--- src/rtl/pm_evt_pkg.sv ---
package pm_evt_pkg;
  localparam int STS_W = 16;

  // status / enable bit positions
  localparam int BIT_TMR    = 0;
  localparam int BIT_GBL    = 5;
  localparam int BIT_PWRBTN = 8;
  localparam int BIT_RTC    = 10;
  localparam int BIT_WAKE   = 15;

  localparam logic [STS_W-1:0] COMMON_MASK =
    (STS_W'(1) << BIT_TMR) | (STS_W'(1) << BIT_GBL) |
    (STS_W'(1) << BIT_PWRBTN) | (STS_W'(1) << BIT_RTC);

  // register offsets
  localparam int OFS_STS = 0;
  localparam int OFS_EN  = 2;
  localparam int OFS_TMR = 8;

  localparam int RD_W   = 32;
  localparam int LANES  = STS_W / 8;

  typedef struct packed {
    logic [STS_W-1:0] stsClr;
    logic [STS_W-1:0] enMask;
    logic [STS_W-1:0] enData;
  } pm_strobe_t;
endpackage

--- src/rtl/pm_evt_ctrl.sv ---
module pm_evt_ctrl
  import pm_evt_pkg::*;
#(
  parameter int ADDR_W  = 4,
  parameter int TIMER_W = 24
) (
  input  logic [ADDR_W-1:0]  regAddr,
  input  logic               regWrEn,
  input  logic               regWrHalf,
  input  logic [STS_W-1:0]   regWrData,
  input  logic [STS_W-1:0]   stsVal,
  input  logic [STS_W-1:0]   enVal,
  input  logic [TIMER_W-1:0] timerVal,
  output pm_strobe_t         strobe,
  output logic [RD_W-1:0]    regRdData
);
  localparam int TMR_BYTES = RD_W / 8;

  logic halfSts;
  logic halfEn;

  assign halfSts = regWrEn && regWrHalf && (regAddr == ADDR_W'(OFS_STS));
  assign halfEn  = regWrEn && regWrHalf && (regAddr == ADDR_W'(OFS_EN));

  for (genvar l = 0; l < LANES; l++) begin : g_lane
    logic byteSts;
    logic byteEn;
    assign byteSts = regWrEn && !regWrHalf && (regAddr == ADDR_W'(OFS_STS + l));
    assign byteEn  = regWrEn && !regWrHalf && (regAddr == ADDR_W'(OFS_EN + l));

    assign strobe.stsClr[8*l +: 8] = (halfSts ? regWrData[8*l +: 8] : 8'h00) |
                                     (byteSts ? regWrData[7:0]      : 8'h00);
    assign strobe.enMask[8*l +: 8] = {8{halfEn | byteEn}};
    assign strobe.enData[8*l +: 8] = halfEn ? regWrData[8*l +: 8] : regWrData[7:0];
  end

  logic [RD_W-1:0] tmrWide;
  assign tmrWide = RD_W'(timerVal);

  always_comb begin
    regRdData = '0;
    if (regAddr == ADDR_W'(OFS_STS)) begin
      regRdData = RD_W'(stsVal);
    end else if (regAddr == ADDR_W'(OFS_STS + 1)) begin
      regRdData = RD_W'(stsVal[STS_W-1:8]);
    end else if (regAddr == ADDR_W'(OFS_EN)) begin
      regRdData = RD_W'(enVal);
    end else if (regAddr == ADDR_W'(OFS_EN + 1)) begin
      regRdData = RD_W'(enVal[STS_W-1:8]);
    end else begin
      for (int b = 0; b < TMR_BYTES; b++) begin
        if (regAddr == ADDR_W'(OFS_TMR + b)) begin
          regRdData = tmrWide >> (8 * b);
        end
      end
    end
  end
endmodule

--- src/rtl/pm_evt_datapath.sv ---
module pm_evt_datapath
  import pm_evt_pkg::*;
#(
  parameter int TIMER_W = 24,
  parameter int OVF_BIT = 23
) (
  input  logic               clk,
  input  logic               rstN,
  input  logic               tickEn,
  input  pm_strobe_t         strobe,
  input  logic               pwrBtnReq,
  input  logic               wakeRtc,
  input  logic               wakeTimer,
  input  logic               wakeOther,
  input  logic               gpeReq,
  output logic [STS_W-1:0]   stsVal,
  output logic [STS_W-1:0]   enVal,
  output logic [TIMER_W-1:0] timerVal,
  output logic               sciOut
);
  localparam logic [TIMER_W-1:0] STEP_V  = TIMER_W'(1) << OVF_BIT;
  localparam logic [TIMER_W-1:0] ALIGN_M = ~(STEP_V - TIMER_W'(1));

  logic [TIMER_W-1:0] timerQ;
  logic [TIMER_W-1:0] boundaryQ;
  logic [STS_W-1:0]   stsQ;
  logic [STS_W-1:0]   enQ;
  logic [STS_W-1:0]   setVec;
  logic               hitBoundary;
  logic               rearm;
  logic [TIMER_W-1:0] rearmPoint;

  assign hitBoundary = (timerQ == boundaryQ);
  assign rearm       = strobe.stsClr[BIT_TMR] && stsQ[BIT_TMR];
  assign rearmPoint  = (timerQ + STEP_V) & ALIGN_M;

  // tick counter, wraps silently
  always_ff @(posedge clk) begin
    if (!rstN) begin
      timerQ <= '0;
    end else if (tickEn) begin
      timerQ <= timerQ + TIMER_W'(1);
    end
  end

  // armed boundary
  always_ff @(posedge clk) begin
    if (!rstN) begin
      boundaryQ <= '0;
    end else if (rearm) begin
      boundaryQ <= rearmPoint;
    end
  end

  always_comb begin
    setVec = '0;
    setVec[BIT_TMR]    = hitBoundary | wakeTimer;
    setVec[BIT_PWRBTN] = (pwrBtnReq & enQ[BIT_PWRBTN]) | wakeOther;
    setVec[BIT_RTC]    = wakeRtc;
    setVec[BIT_WAKE]   = wakeRtc | wakeTimer | wakeOther;
  end

  // status bits: set wins over clear
  for (genvar i = 0; i < STS_W; i++) begin : g_sts
    always_ff @(posedge clk) begin
      if (!rstN) begin
        stsQ[i] <= 1'b0;
      end else begin
        stsQ[i] <= (stsQ[i] & ~strobe.stsClr[i]) | setVec[i];
      end
    end
  end

  always_ff @(posedge clk) begin
    if (!rstN) begin
      enQ <= '0;
    end else begin
      enQ <= (enQ & ~strobe.enMask) | (strobe.enData & strobe.enMask);
    end
  end

  assign sciOut   = (|(stsQ & enQ & COMMON_MASK)) | gpeReq;
  assign stsVal   = stsQ;
  assign enVal    = enQ;
  assign timerVal = timerQ;
endmodule

--- src/rtl/pm_event_block.sv ---
module pm_event_block
  import pm_evt_pkg::*;
#(
  parameter int ADDR_W  = 4,
  parameter int TIMER_W = 24,
  parameter int OVF_BIT = 23
) (
  input  logic              clk,
  input  logic              rstN,
  input  logic              tickEn,
  input  logic [ADDR_W-1:0] regAddr,
  input  logic              regWrEn,
  input  logic              regWrHalf,
  input  logic [15:0]       regWrData,
  output logic [31:0]       regRdData,
  input  logic              pwrBtnReq,
  input  logic              wakeRtc,
  input  logic              wakeTimer,
  input  logic              wakeOther,
  input  logic              gpeReq,
  output logic              sciOut
);
  pm_strobe_t         strobe;
  logic [STS_W-1:0]   stsVal;
  logic [STS_W-1:0]   enVal;
  logic [TIMER_W-1:0] timerVal;

  pm_evt_ctrl #(.ADDR_W(ADDR_W), .TIMER_W(TIMER_W)) ctrl_i (
    .regAddr   (regAddr),
    .regWrEn   (regWrEn),
    .regWrHalf (regWrHalf),
    .regWrData (regWrData),
    .stsVal    (stsVal),
    .enVal     (enVal),
    .timerVal  (timerVal),
    .strobe    (strobe),
    .regRdData (regRdData)
  );

  pm_evt_datapath #(.TIMER_W(TIMER_W), .OVF_BIT(OVF_BIT)) dp_i (
    .clk       (clk),
    .rstN      (rstN),
    .tickEn    (tickEn),
    .strobe    (strobe),
    .pwrBtnReq (pwrBtnReq),
    .wakeRtc   (wakeRtc),
    .wakeTimer (wakeTimer),
    .wakeOther (wakeOther),
    .gpeReq    (gpeReq),
    .stsVal    (stsVal),
    .enVal     (enVal),
    .timerVal  (timerVal),
    .sciOut    (sciOut)
  );
endmodule

--- config.mk ---
export PLATFORM = sky130hd
export DESIGN_NAME = pm_event_block
export DESIGN_NICKNAME = d
export VERILOG_FILES = /design/src/rtl/pm_evt_pkg.sv /design/src/rtl/pm_evt_ctrl.sv /design/src/rtl/pm_evt_datapath.sv /design/src/rtl/pm_event_block.sv
export SDC_FILE = /design/constraint.sdc
export NUM_CORES = 1
export LEC_CHECK = 0
export BUFFER_PORTS_ARGS = -buffer_cell sky130_fd_sc_hd__buf_2
export CAP_MARGIN = 20
export CORE_MARGIN = 2
export CORE_UTILIZATION = 26
export CTS_CLUSTER_DIAMETER = 200
export CTS_CLUSTER_SIZE = 16
export DETAILED_ROUTE_END_ITERATION = 6
export PLACE_DENSITY = 0.41
export SLEW_MARGIN = 20
export SYNTH_ARGS = -nofsm -noshare
export SYNTH_HDL_FRONTEND = slang
export SYNTH_SLANG_ARGS = --single-unit
--- constraint.sdc ---
create_clock -name clk -period 2.2 [get_ports clk]
set_input_delay 0.55 -clock clk [delete_from_list [all_inputs] [get_ports clk]]
set_output_delay 0.55 -clock clk [all_outputs]
set_load 0.02 [all_outputs]
==> results.toml, run 1 <==
[cells_and_area]
nNetsFinal = 541
layout_commonest_cell = "buf_4"
final_cell_mix = "buf_4, dfxtp_1, nand2_1, nor2_1, a21oi_1"
area_growth_pct = 47.3
drive_gt1_share_pct = 38.6
design_area_um2 = 5010
antenna-diode-count = 0

[critical_path]
cp_num_buf_inv = 4
worstSetupPathType = "input port to output port"
crit_chain = "buf_12 -> buf_12 -> buf_4 -> mux2i_1 -> nor2_1 -> a21oi_2 -> a2111oi_4 -> buf_4"
end_kind = "output port"
worstSetupPathDepth = 8
crit_path_start_kind = "input port"
max_stage_delay_ns = 0.34
r2r_slack_ns = 0.24
crit_slowest_cell = "a2111oi_4"
cp.arrival_ns = 1.78
r2r_cells = 4
critical-path-top-delay-family = "buffers and inverters"
cp_max_fo = 7
required_ns = 1.65

[yosys]
synth_top_family_by_area = "simple AND/OR/NAND/NOR gates"
netlist_area_um2 = 3400
synth_mux_area_share_pct = 10.3
async_flop_share_pct = 0
synthAdderAreaFrac_pct = 0.736
ys_types = 58
syn_inst = 415
synth-simple-area-share_pct = 22.8
synth_edf_count = 0
synth_compound_area_share_pct = 20.6
synth-seq-cells = 57
yosysSeqAreaShare_pct = 33.6
synth-xor-area-share_pct = 3.61
synthFlopType = "dfxtp_1"
postSynthAreaPerCell_um2 = 8.19
ys.warnings.count = 0

[routing]
wl_per_cell_um = 18.7
wl_um = 12800
wl_met2_um = 5830
via_count = 3530
dr_wl_met3_um = 556
avgViaCountPerCell = 5.17
wirelength_met1_um = 6170
drt_iter0_markers = 241
highest_layer = "met4"
antenna_left = 0
dr.pass1.iters = 5
drc_errors = 0

[power]
ir_drop_mv = 0.351
p_leak_nw = 1.91
p_per_area_nw_per_um2 = 551

[floorplanning]
die-area_um2 = 14000
initial_core_util_pct = 26.8
die_h_um = 118
core_um2 = 12700
die_x_um = 118
ioPinCount = 63
rows = 41

[timing]
setup_violations = 8
fin_crit_ns = 2.33
worst_slack_ns = -0.134
slew_violations = 0
final-hold-violation-count = 0
max_freq_ghz = 0.428
rsz0062_at_grt = "true"
skew_ns = 0.00473
fin_hold_ws_ns = 0.421
min_period_over_period_pct = 106

[hold_path]
hp-class = "input port to flip-flop"
hold_depth = 2

[run]
maxCapViolations = 0

[clock_tree]
cts_buffers = 9
cts_sinks = 57
clk_latency_ns = 0.33
cts_tree = "done"
clk_pin_slew_ns = 0.05
clockBufferDepth = 2
holdBufCountCts = 0
cts-root-buf = "clkbuf_16"
htree_levels = 3

[placed_design]
hpwlAfterDp_um = 9390
dp_slack_ns = -0.307
gp_congestion = 0.814
portBuffers = 54
place_area_um2 = 4290

[global_routing]
grt_overflow = 0
grt_pass1_wl_um = 20100
grt_max_degree = 33
antenna_found_initial = 0
grt_pass1_vias = 3446
grt_usage_pct = 18.6

[run_status]
violations = "setup timing"
status = "finished with violations"
final cells by class:
type                    instances  area [µm²]
fillers                      1309        7660
clock buffers                  13         270
flip-flops and latches         57        1140
inverters                       7        26.3
repair buffers                120         967
multi-input cells             314        2380
well taps                     172         215
timing repair:
action                                 in CTS  in global routing
endpoints found under the hold margin       0                  0
resized for setup                          68                 36
buffers inserted                            6                  1
pin swaps                                  14                 12
setup endpoints to repair                  24                 23
final timing paths:
path | startpoint | endpoint
setup / recovery | regAddr[0] | regRdData[0]
hold / removal | regWrData[13] | dp_i.stsVal[13]$_SDFF_PN0_
setup reg to reg | dp_i.timerVal[5]$_SDFFE_PN0P_ | dp_i.timerVal[23]$_SDFFE_PN0P_
hold reg to reg | dp_i.stsVal[7]$_SDFF_PN0_ | dp_i.stsVal[7]$_SDFF_PN0_
worst register-to-register path, cell delays in order (launching register included):
cell	delay, ns
dfxtp_1	0.46
nand4_1	0.18
or4_4	0.60
or4_1	0.51
a21oi_1	0.14
through the flow:
stage | total power [mW] | util [%] | instances | TNS (ns)
6_report | 2.76 | 39.5 | 683 | -0.576
5_1_grt | 2.86 | 39.5 | 683 | -1.14
4_1_cts | 2.78 | 38.4 | 682 | -0.711
3_5_place_dp | 1.42 | 33.9 | 663 | -8.40
3_3_place_gp | 1.42 | 33.9 | 663 | -7.94
2_1_floorplan | 1.31 | - | 422 | -0.0334
cells by family (layout without fill, tap and decap cells):
group	Yosys count	count (layout)
buf+inv	51	140
simple gates	151	151
other cells	1	8
mux	34	34
flops	57	57
fa+ha+maj	2	2
compound gates	105	105
xor+xnor	14	14
cells in the mapped netlist, drive strengths merged (8+ instances only):
cell      n  share of area, %
nand4     9               1.7
buf      23               4.9
mux2      8               2.7
nor2     43               4.7
dfxtp    57                34
o221ai    8               2.1
o22a      8               2.1
o22ai    16               2.9
mux2i    26               7.7
a2111oi   8               2.1
nand2    44               4.9
and2      8               1.5
a21oi    42               6.2
xor2      9               2.3
clkbuf   21               2.6
report_power, final:
part	switching, mW	total (mW)	internal, mW
combinational	0.215	0.386	0.172
sequential	0.0189	1.07	1.05
clock	0.470	1.30	0.834
layer usage:
| metal | vias to the layer above | global-route usage (%) |
|---|---|---|
| li1 | 1704 | - |
| met1 | 1722 | 25.5 |
| met2 | 88 | 28.6 |
| met3 | 16 | 4.15 |
| met4 | 0 | 6.63 |
| met5 | - | 0 |
(Power assumes the default switching activity.)
==> run 2: changes to the inputs <==
- CELL_PAD_IN_SITES_DETAIL_PLACEMENT: unset -> 0
- CELL_PAD_IN_SITES_GLOBAL_PLACEMENT: unset -> 1
- PLACE_DENSITY: 0.41 -> 0.53
==> run 2 against run 1 <==
Clock power increased by 15%. Global-route usage decreased by 0.16 points. Utilization decreased by 0.34 points. Die area unchanged. Sequential power about the same. Via count increased by 0.25%. Flip-flop and latch count unchanged. Count of clock-buffer cells in the layout unchanged. Combinational power decreased by 2%. The flow still finishes with violations (setup timing).
==> results.toml, run 2 (same netlist as run 1, synthesis figures left out) <==
[run_status]
status = "finished with violations"
violations = "setup timing"

[floorplanning]
core_um2 = 12700
ioPinCount = 63
initial_core_util_pct = 26.8
die_x_um = 118
rows = 41
die-area_um2 = 14000
die_h_um = 118

[global_routing]
antenna_found_initial = 0
grt_max_degree = 26
grt_pass1_vias = 3454
grt_overflow = 0
grt_pass1_wl_um = 19700
grt_usage_pct = 18.5

[placed_design]
hpwlAfterDp_um = 9640
place_area_um2 = 4340
dp_slack_ns = -0.242
placed_cells = 665
gp_congestion = 0.848
portBuffers = 54

[cells_and_area]
area_growth_pct = 46.1
fillers = 1316
utilization_pct = 39.2
antenna-diode-count = 0
final_cell_mix = "buf_4, dfxtp_1, nand2_1, nor2_1, a21oi_1"
multi_input_area_um2 = 2320
design_area_um2 = 4960
layout_commonest_cell = "buf_4"
nNetsFinal = 538
drive_gt1_share_pct = 36.5
layout.area.seq_um2 = 1140
final_cell_count_no_fill = 682

[critical_path]
cp_max_fo = 6
r2r_start = "dp_i.timerVal[1]$_SDFFE_PN0P_"
r2r_slack_ns = 0.20
crit_path_start_kind = "input port"
crit_start = "regAddr[0]"
end_kind = "output port"
r2r_cells = 5
endpoint = "regRdData[1]"
required_ns = 1.65
worstSetupPathType = "input port to output port"
r2r_end = "dp_i.timerVal[20]$_SDFFE_PN0P_"
cp.arrival_ns = 1.75

[clock_tree]
holdBufCountCts = 0
clk_latency_ns = 0.34
cts_tree = "done"
clockBufferDepth = 2
cts_sinks = 57
cts-root-buf = "clkbuf_16"
cts_buffers = 9
clk_pin_slew_ns = 0.05
htree_levels = 3

[timing]
fin_crit_ns = 2.30
timing.slew.headroom_pct = 65.7
final-hold-violation-count = 0
max_freq_ghz = 0.435
worst_pin_slew_ns = 0.510
min_period_over_period_pct = 104
slew_violations = 0
setup-tns-final_ns = -0.667
skew_ns = 0.00749
worst_slack_ns = -0.0983
rsz0062_at_grt = "true"
fin_hold_ws_ns = 0.409
setup_violations = 13

[routing]
wl_per_cell_um = 18.8
drc_errors = 0
avgViaCountPerCell = 5.19
via_count = 3539
wl_um = 12800
dr.pass1.iters = 5
drt_iter0_markers = 222
antenna_left = 0

[power]
p_leak_nw = 1.92
p_per_area_nw_per_um2 = 592
ir_drop_mv = 0.230
power_mw = 2.94

[run]
maxCapViolations = 0

[hold_path]
hp-class = "input port to flip-flop"
run 2: cell count changes in the layout (fill, tap and decap cells not counted), sizes merged:
cell	change
buf	-3
bufinv	+1
clkinv	+1
run 2: cell type report:
cell class	count	area share [%]
multi-input combinational	314	46.7
sequential	57	23.0
timing repair buffer	117	19.0
clock buffer	13	5.65
tap	172	4.33
clock inverter	2	0.706
inverter	7	0.529
run 2: routing by layer:
metal	up-vias	track usage, %	routed length (µm)
met2	110	27.6	5740
met1	1715	25.2	6150
met3	20	3.04	547
met5	-	0	0
li1	1694	-	-
met4	0	9.86	348
run 2: worst max-delay path: stages:
cell	delay, ns
buf_8	0.11
buf_12	0.13
buf_12	0.12
mux2i_1	0.11
nor2_1	0.14
a21oi_2	0.08
a2111oi_4	0.31
buf_4	0.19
run 2: report_power, final:
| group | internal, mW | total [mW] | switching (mW) |
|---|---|---|---|
| registers | 1.05 | 1.06 | 0.0165 |
| clock network | 0.991 | 1.50 | 0.507 |
| logic | 0.166 | 0.378 | 0.212 |
run 2: worst min-delay path by stage:
stage                               from                    endpoint  slack [ns]  cells after the start
3_3_place_gp   dp_i.stsVal[1]$_SDFF_PN0_   dp_i.stsVal[1]$_SDFF_PN0_        0.42                      2
2_1_floorplan  dp_i.stsVal[7]$_SDFF_PN0_   dp_i.stsVal[7]$_SDFF_PN0_        0.41                      2
6_report                   regWrData[13]  dp_i.stsVal[13]$_SDFF_PN0_        0.41                      2
4_1_cts                    regWrData[13]  dp_i.stsVal[13]$_SDFF_PN0_        0.40                      2
3_5_place_dp   dp_i.stsVal[7]$_SDFF_PN0_   dp_i.stsVal[7]$_SDFF_PN0_        0.43                      2
5_1_grt                    regWrData[13]  dp_i.stsVal[13]$_SDFF_PN0_        0.41                      2
run 2: timing repair:
item,in CTS,in global routing
resized for setup,39,38
buffers inserted,2,0
pin swaps,5,13
setup endpoints to repair,24,24
